===== src/rtl/pcd_pkg.sv =====
package pcd_pkg;
  localparam int PCD_PINS   = 6;
  localparam int PCD_REG_W  = 8;
  localparam int PCD_SYNC   = 2;

  // Bit masks of enables that a mode input can suppress
  localparam logic [PCD_PINS-1:0] PCD_OSC_MASK = 6'b110000;
  localparam logic [PCD_PINS-1:0] PCD_WUR_MASK = 6'b001000;

  typedef struct packed {
    logic osc_xtal;
    logic wur_sleep;
  } pcd_mode_t;

  function automatic logic pcd_any_diff(input logic [PCD_PINS-1:0] a,
                                        input logic [PCD_PINS-1:0] b,
                                        input logic [PCD_PINS-1:0] en);
    return |((a ^ b) & en);
  endfunction
endpackage


===== src/rtl/pcd_sync.sv =====
module pcd_sync #(
  parameter int W      = 6,
  parameter int STAGES = 2
) (
  input  logic         clk,
  input  logic         rst_n,
  input  logic [W-1:0] d,
  output logic [W-1:0] q
);
  logic [W-1:0] stg [STAGES];

  always_ff @(posedge clk or negedge rst_n) begin
    if (!rst_n) stg[0] <= '0;
    else        stg[0] <= d;
  end

  for (genvar s = 1; s < STAGES; s++) begin : g_stage
    always_ff @(posedge clk or negedge rst_n) begin
      if (!rst_n) stg[s] <= '0;
      else        stg[s] <= stg[s-1];
    end
  end

  assign q = stg[STAGES-1];
endmodule


===== src/rtl/pcd_enable_reg.sv =====
module pcd_enable_reg
  import pcd_pkg::*;
#(
  parameter int             W        = PCD_PINS,
  parameter int             RW       = PCD_REG_W,
  parameter logic [W-1:0]   OSC_MASK = PCD_OSC_MASK,
  parameter logic [W-1:0]   WUR_MASK = PCD_WUR_MASK
) (
  input  logic          clk,
  input  logic          por_n,
  input  logic          wr,
  input  logic [RW-1:0] wdata,
  input  pcd_mode_t     mode,
  output logic [W-1:0]  en_eff,
  output logic [RW-1:0] rdata
);
  localparam int PAD = RW - W;

  logic [W-1:0] en_q;
  logic [W-1:0] osc_kill;
  logic [W-1:0] wur_kill;

  always_ff @(posedge clk or negedge por_n) begin
    if (!por_n)  en_q <= '0;
    else if (wr) en_q <= wdata[W-1:0];
  end

  assign osc_kill = mode.osc_xtal  ? OSC_MASK : '0;
  assign wur_kill = mode.wur_sleep ? WUR_MASK : '0;
  assign en_eff   = en_q & ~osc_kill & ~wur_kill;
  assign rdata    = {{PAD{1'b0}}, en_q & ~osc_kill};

  AST_PAD_ZERO: assert property (@(posedge clk) disable iff (!por_n)
    rdata[RW-1:W] == '0);
  AST_OSC_HIDE: assert property (@(posedge clk) disable iff (!por_n)
    mode.osc_xtal |-> ((rdata[W-1:0] & OSC_MASK) == '0));
  AST_WR_STORE: assert property (@(posedge clk) disable iff (!por_n)
    (wr && !mode.osc_xtal) |=> (mode.osc_xtal || rdata[W-1:0] == $past(wdata[W-1:0])));
endmodule


===== src/rtl/pcd_detect.sv =====
module pcd_detect
  import pcd_pkg::*;
#(
  parameter int W = PCD_PINS
) (
  input  logic         clk,
  input  logic         por_n,
  input  logic         warm_n,
  input  logic [W-1:0] pin_sync,
  input  logic [W-1:0] en_eff,
  input  logic         access,
  input  logic         flag_clr,
  output logic         flag,
  output logic         mismatch
);
  logic [W-1:0] snap_q;
  logic         flag_q;
  logic         set_req;

  // Snapshot survives warm reset; only power-on clears it
  always_ff @(posedge clk or negedge por_n) begin
    if (!por_n)      snap_q <= '0;
    else if (access) snap_q <= pin_sync;
  end

  assign mismatch = pcd_any_diff(pin_sync, snap_q, en_eff);
  // Snapshot load wins over mismatch evaluation in the same cycle
  assign set_req  = mismatch && !access;

  always_ff @(posedge clk or negedge por_n) begin
    if (!por_n)         flag_q <= 1'b0;
    else if (!warm_n)   flag_q <= 1'b0;
    else if (set_req)   flag_q <= 1'b1;
    else if (flag_clr)  flag_q <= 1'b0;
  end

  assign flag = flag_q;

  AST_SNAP_LOAD: assert property (@(posedge clk) disable iff (!por_n || !warm_n)
    access |=> !mismatch || $changed(pin_sync));
  AST_SET_BEATS_CLR: assert property (@(posedge clk) disable iff (!por_n || !warm_n)
    (mismatch && !access) |=> flag);
  AST_ACCESS_NO_SET: assert property (@(posedge clk) disable iff (!por_n || !warm_n)
    (!flag && access) |=> !flag);
  AST_CLR_WORKS: assert property (@(posedge clk) disable iff (!por_n || !warm_n)
    (flag_clr && !mismatch) |=> !flag);
  AST_NO_SPURIOUS: assert property (@(posedge clk) disable iff (!por_n || !warm_n)
    (!flag && !mismatch) |=> !flag);
endmodule


===== src/rtl/pin_change_irq.sv =====
module pin_change_irq
  import pcd_pkg::*;
#(
  parameter int           PINS     = PCD_PINS,
  parameter int           REG_W    = PCD_REG_W,
  parameter int           SYNC     = PCD_SYNC,
  parameter logic [PINS-1:0] OSC_MASK = PCD_OSC_MASK,
  parameter logic [PINS-1:0] WUR_MASK = PCD_WUR_MASK
) (
  input  logic             clk,
  input  logic             por_n,
  input  logic             warm_rst_n,
  input  logic [PINS-1:0]  pin_i,
  input  logic             en_wr,
  input  logic [REG_W-1:0] wr_data,
  output logic [REG_W-1:0] en_rdata,
  input  logic             port_rd,
  input  logic             port_wr,
  output logic [PINS-1:0]  port_rdata,
  input  logic             flag_clr,
  input  logic             gie,
  input  logic             osc_xtal,
  input  logic             wur_mode,
  input  logic             sleep,
  output logic             chg_flag,
  output logic             irq,
  output logic             wake
);
  logic [PINS-1:0] pin_sync;
  logic [PINS-1:0] en_eff;
  logic            mismatch;
  logic            access;
  pcd_mode_t       mode;

  assign mode.osc_xtal  = osc_xtal;
  assign mode.wur_sleep = wur_mode & sleep;
  assign access         = port_rd | port_wr;

  pcd_sync #(.W(PINS), .STAGES(SYNC)) u_sync (
    .clk   (clk),
    .rst_n (por_n),
    .d     (pin_i),
    .q     (pin_sync)
  );

  pcd_enable_reg #(.W(PINS), .RW(REG_W), .OSC_MASK(OSC_MASK), .WUR_MASK(WUR_MASK)) u_en (
    .clk    (clk),
    .por_n  (por_n),
    .wr     (en_wr),
    .wdata  (wr_data),
    .mode   (mode),
    .en_eff (en_eff),
    .rdata  (en_rdata)
  );

  pcd_detect #(.W(PINS)) u_det (
    .clk      (clk),
    .por_n    (por_n),
    .warm_n   (warm_rst_n),
    .pin_sync (pin_sync),
    .en_eff   (en_eff),
    .access   (access),
    .flag_clr (flag_clr),
    .flag     (chg_flag),
    .mismatch (mismatch)
  );

  assign port_rdata = pin_sync;
  assign wake       = chg_flag;
  assign irq        = chg_flag & gie;

  AST_IRQ_NEEDS_GIE: assert property (@(posedge clk) disable iff (!por_n)
    irq |-> (gie && wake));
  AST_WARM_CLEARS: assert property (@(posedge clk) disable iff (!por_n)
    !warm_rst_n |=> !chg_flag);
  AST_WAKE_FOLLOWS: assert property (@(posedge clk) disable iff (!por_n)
    (chg_flag && gie) |-> irq);
endmodule


===== config.mk =====
export PLATFORM = sky130hd
export DESIGN_NAME = pin_change_irq
export DESIGN_NICKNAME = d
export VERILOG_FILES = /design/src/rtl/pcd_pkg.sv /design/src/rtl/pcd_sync.sv /design/src/rtl/pcd_enable_reg.sv /design/src/rtl/pcd_detect.sv /design/src/rtl/pin_change_irq.sv
export SDC_FILE = /design/constraint.sdc
export NUM_CORES = 1
export LEC_CHECK = 0
export BUFFER_PORTS_ARGS = -buffer_cell sky130_fd_sc_hd__buf_2
export CORE_ASPECT_RATIO = 0.5
export CORE_MARGIN = 2
export CORE_UTILIZATION = 25
export DETAILED_ROUTE_END_ITERATION = 6
export PLACE_DENSITY = 0.57
export REMOVE_ABC_BUFFERS = 1
export SLEW_MARGIN = 20
export SYNTH_ARGS = -nofsm -noshare
export SYNTH_HDL_FRONTEND = slang
export SYNTH_SLANG_ARGS = --single-unit

===== constraint.sdc =====
create_clock -name clk -period 1.2 [get_ports clk]
set_input_delay 0.12 -clock clk [delete_from_list [all_inputs] [get_ports clk]]
set_output_delay 0.12 -clock clk [all_outputs]
set_load 0.005 [all_outputs]

==> results.sh <==
export IMPL_clockBufferDepth=2
export IMPL_fill_cells=400
export IMPL_crit_family="compound AO/OA/AOI/OAI gates"
export IMPL_viasPerCell=3.83
export IMPL_hp_class="in -> reg"
export IMPL_ant_nets=0
export IMPL_cts_sinks=25
export IMPL_max_stage_delay_ns=0.41
export IMPL_start_kind="flop"
export IMPL_regToRegSetupSlack_ns=0.1
export IMPL_synth_seq_area_share=0.626
export IMPL_ctsHoldBuffers=7
export IMPL_slew_headroom=0.641
export IMPL_rsz0062_at_grt="false"
export IMPL_vias=609
export IMPL_syn_to_final_growth_pct=27.3
export IMPL_period_minus_slack_ns=1.10
export IMPL_start_util=0.259
export IMPL_post_cts_buffers=0
export IMPL_drive_gt1_frac=0.533
export IMPL_io_pins=42
export IMPL_path_class="reg -> reg"
export IMPL_crit_path_end="u_det.flag"
export IMPL_portBuffers=37
export IMPL_worst_hold_slack_ns=0.0771
export IMPL_timing_final_crit_share=0.919
export IMPL_regArea_um2=626
export IMPL_postCtsResizedCells=0
export IMPL_synth_area_per_cell_um2=14.3
export IMPL_p_per_area_nw_per_um2=1290
export IMPL_slowest_stage="dfrtp_1"
export IMPL_crit_path_start="u_sync.q[5]"
export IMPL_synthCells=70
export IMPL_path_clk_slew_ns=0.09
export IMPL_setup_viol=0
export IMPL_cap_violations=0
export IMPL_r2r_start="u_sync.q[5]"
export IMPL_cp_required_ns=1.35
export IMPL_coreArea_um2=3860
export IMPL_tightest_slew_ns=0.538
export IMPL_grt_total_usage=0.0822
export IMPL_drt_first_pass_iters=2
export IMPL_finClkSkew_ns=0.00308
export IMPL_crit_fanout=3
export IMPL_grt_pass1_vias=592
export IMPL_antennaDiodeCount=0
export IMPL_rr_endpoint="u_det.flag"
export IMPL_root_buffer="clkbuf_8"
export IMPL_grt_pass1_wl_um=2800
export IMPL_layout_common_cells="37 x buf_2, 25 x dfrtp_1, 12 x mux2_2"
export IMPL_crit_buf_inv=0
export IMPL_clk_latency_ns=0.27
export IMPL_drc_errors=0
export IMPL_path_depth=4
export IMPL_clock_fmax_mhz=907
export IMPL_ys_warn_count=0
export IMPL_fp_row_count=16
export IMPL_cts_buffers=3
export IMPL_grt_max_degree=26
export IMPL_yosysUniqueCellTypes=17
export IMPL_setup_tns_ns=0
export IMPL_die_h_um=48.7
export IMPL_fin_nets=131
export IMPL_wl_per_cell_um=10.1
export IMPL_multi_input_area_um2=275
export IMPL_vdd_ir_drop_max_v=0.000416
export IMPL_die_x_um=93.4
export IMPL_drt_initial_drc_count=11
export IMPL_p_leak_uw=0.000598
export IMPL_antenna_found_initial=0
export IMPL_arrival_ns=1.25
export IMPL_htreeDepth=1
export IMPL_status="finished clean"
export IMPL_synth_area_um2=1000
export IMPL_gp_congestion=0.685
export IMPL_end_kind="flop"
export IMPL_cts_tree="yes"
export IMPL_worst_r2r_cell_count=4
export IMPL_hold_violations=0
export IMPL_drv_slew=0
export IMPL_die_area_um2=4550
export IMPL_final_cells=159
export IMPL_path_cells="xor2_1 > a22o_1 > a21oi_2 > a31oi_1"
export IMPL_layout_commonest_cell="buf_2"
export IMPL_place_inst=148
export IMPL_grt_overflow=0
export IMPL_ys_ff_latch=25
export IMPL_wirelength_um=1600
==> registers in the layout, summed over array words and instances (netlist names) <==
register	cells
u_det.flag	1
u_det.snap_q	6
u_sync.stg	6
u_en.en_q	6
u_sync.q	6
==> synth_stat cells <==
cell,number,area (um^2)
a22o_1,1,8.76
buf_4,13,97.6
a21oi_2,1,8.76
nor2b_2,1,8.76
xnor2_1,1,8.76
a22oi_1,1,7.51
mux2_2,12,135
xor2_1,5,43.8
a31oi_1,1,6.26
buf_2,1,5.00
o21ai_0,1,5.00
conb_1,1,3.75
and2_1,1,6.26
a21oi_1,2,10.0
nor2b_1,2,12.5
nor2_2,1,6.26
dfrtp_1,25,626
==> where the power goes <==
| part | switching, uW | leakage, uW | total (uW) | internal (uW) |
|---|---|---|---|---|
| clock | 262 | 0.0000217 | 497 | 235 |
| combinational | 84.8 | 0.000283 | 211 | 126 |
| sequential | 35.9 | 0.000293 | 938 | 902 |
==> worst register-to-register path, stage by stage (launching register included) <==
cell and delay, ns:
dfrtp_1 0.41, xor2_1 0.15, a22o_1 0.24, a21oi_2 0.11
a31oi_1 0.08
==> through the flow <==
step / setup slack (ns) / util / power [uW] / instance area (um^2)
CTS: 0.0807 / 0.329 / 1670 / 1270
global route: 0.00351 / 0.329 / 1750 / 1270
floorplan: 0.156 / - / 1040 / 901
global placement: 0.112 / 0.299 / 1150 / 1150
detailed placement: 0.107 / 0.299 / 1160 / 1150
finish: 0.0973 / 0.329 / 1650 / 1270
==> cell families (layout without fill, tap and decap cells) <==
logic type      count (synthesis)  after routing  synth area share
xor+xnor                        6              6            0.0526
simple gates                    5              5            0.0338
buf+inv                        14             48             0.103
compound gates                  7              7            0.0463
flops                          25             25             0.626
mux                            12             12             0.135
other cells                     1              2           0.00375
==> worst min path at each step <==
stage / start / endpoint / slack [ns] / depth (start not counted)
2_1_floorplan: por_n / u_det.flag / -0.18 / 0
3_3_place_gp: por_n / u_sync.stg[7] / 0.13 / 1
3_5_place_dp: por_n / u_sync.stg[7] / 0.14 / 1
4_1_cts: wr_data[3] / u_en.en_q[3] / 0.07 / 2
5_1_grt: wr_data[3] / u_en.en_q[3] / 0.06 / 2
6_report: wr_data[3] / u_en.en_q[3] / 0.08 / 2
==> per-layer routing <==
| layer | vias up | global-route usage | routed length, um |
|---|---|---|---|
| met4 | 0 | 0.0368 | 27 |
| met1 | 310 | 0.0947 | 642 |
| li1 | 286 | - | - |
| met5 | - | 0 | 0 |
| met2 | 11 | 0.135 | 867 |
| met3 | 2 | 0.0327 | 59 |
==> final cells by class <==
type                            count  area share
Timing Repair Buffer               44       0.201
Clock buffer                        3      0.0324
Tap cell                           54      0.0531
Clock inverter                      1     0.00590
Sequential cell                    25       0.492
Multi-Input combinational cell     32       0.216
No activity file was read; power rests on OpenSTA's default activity.
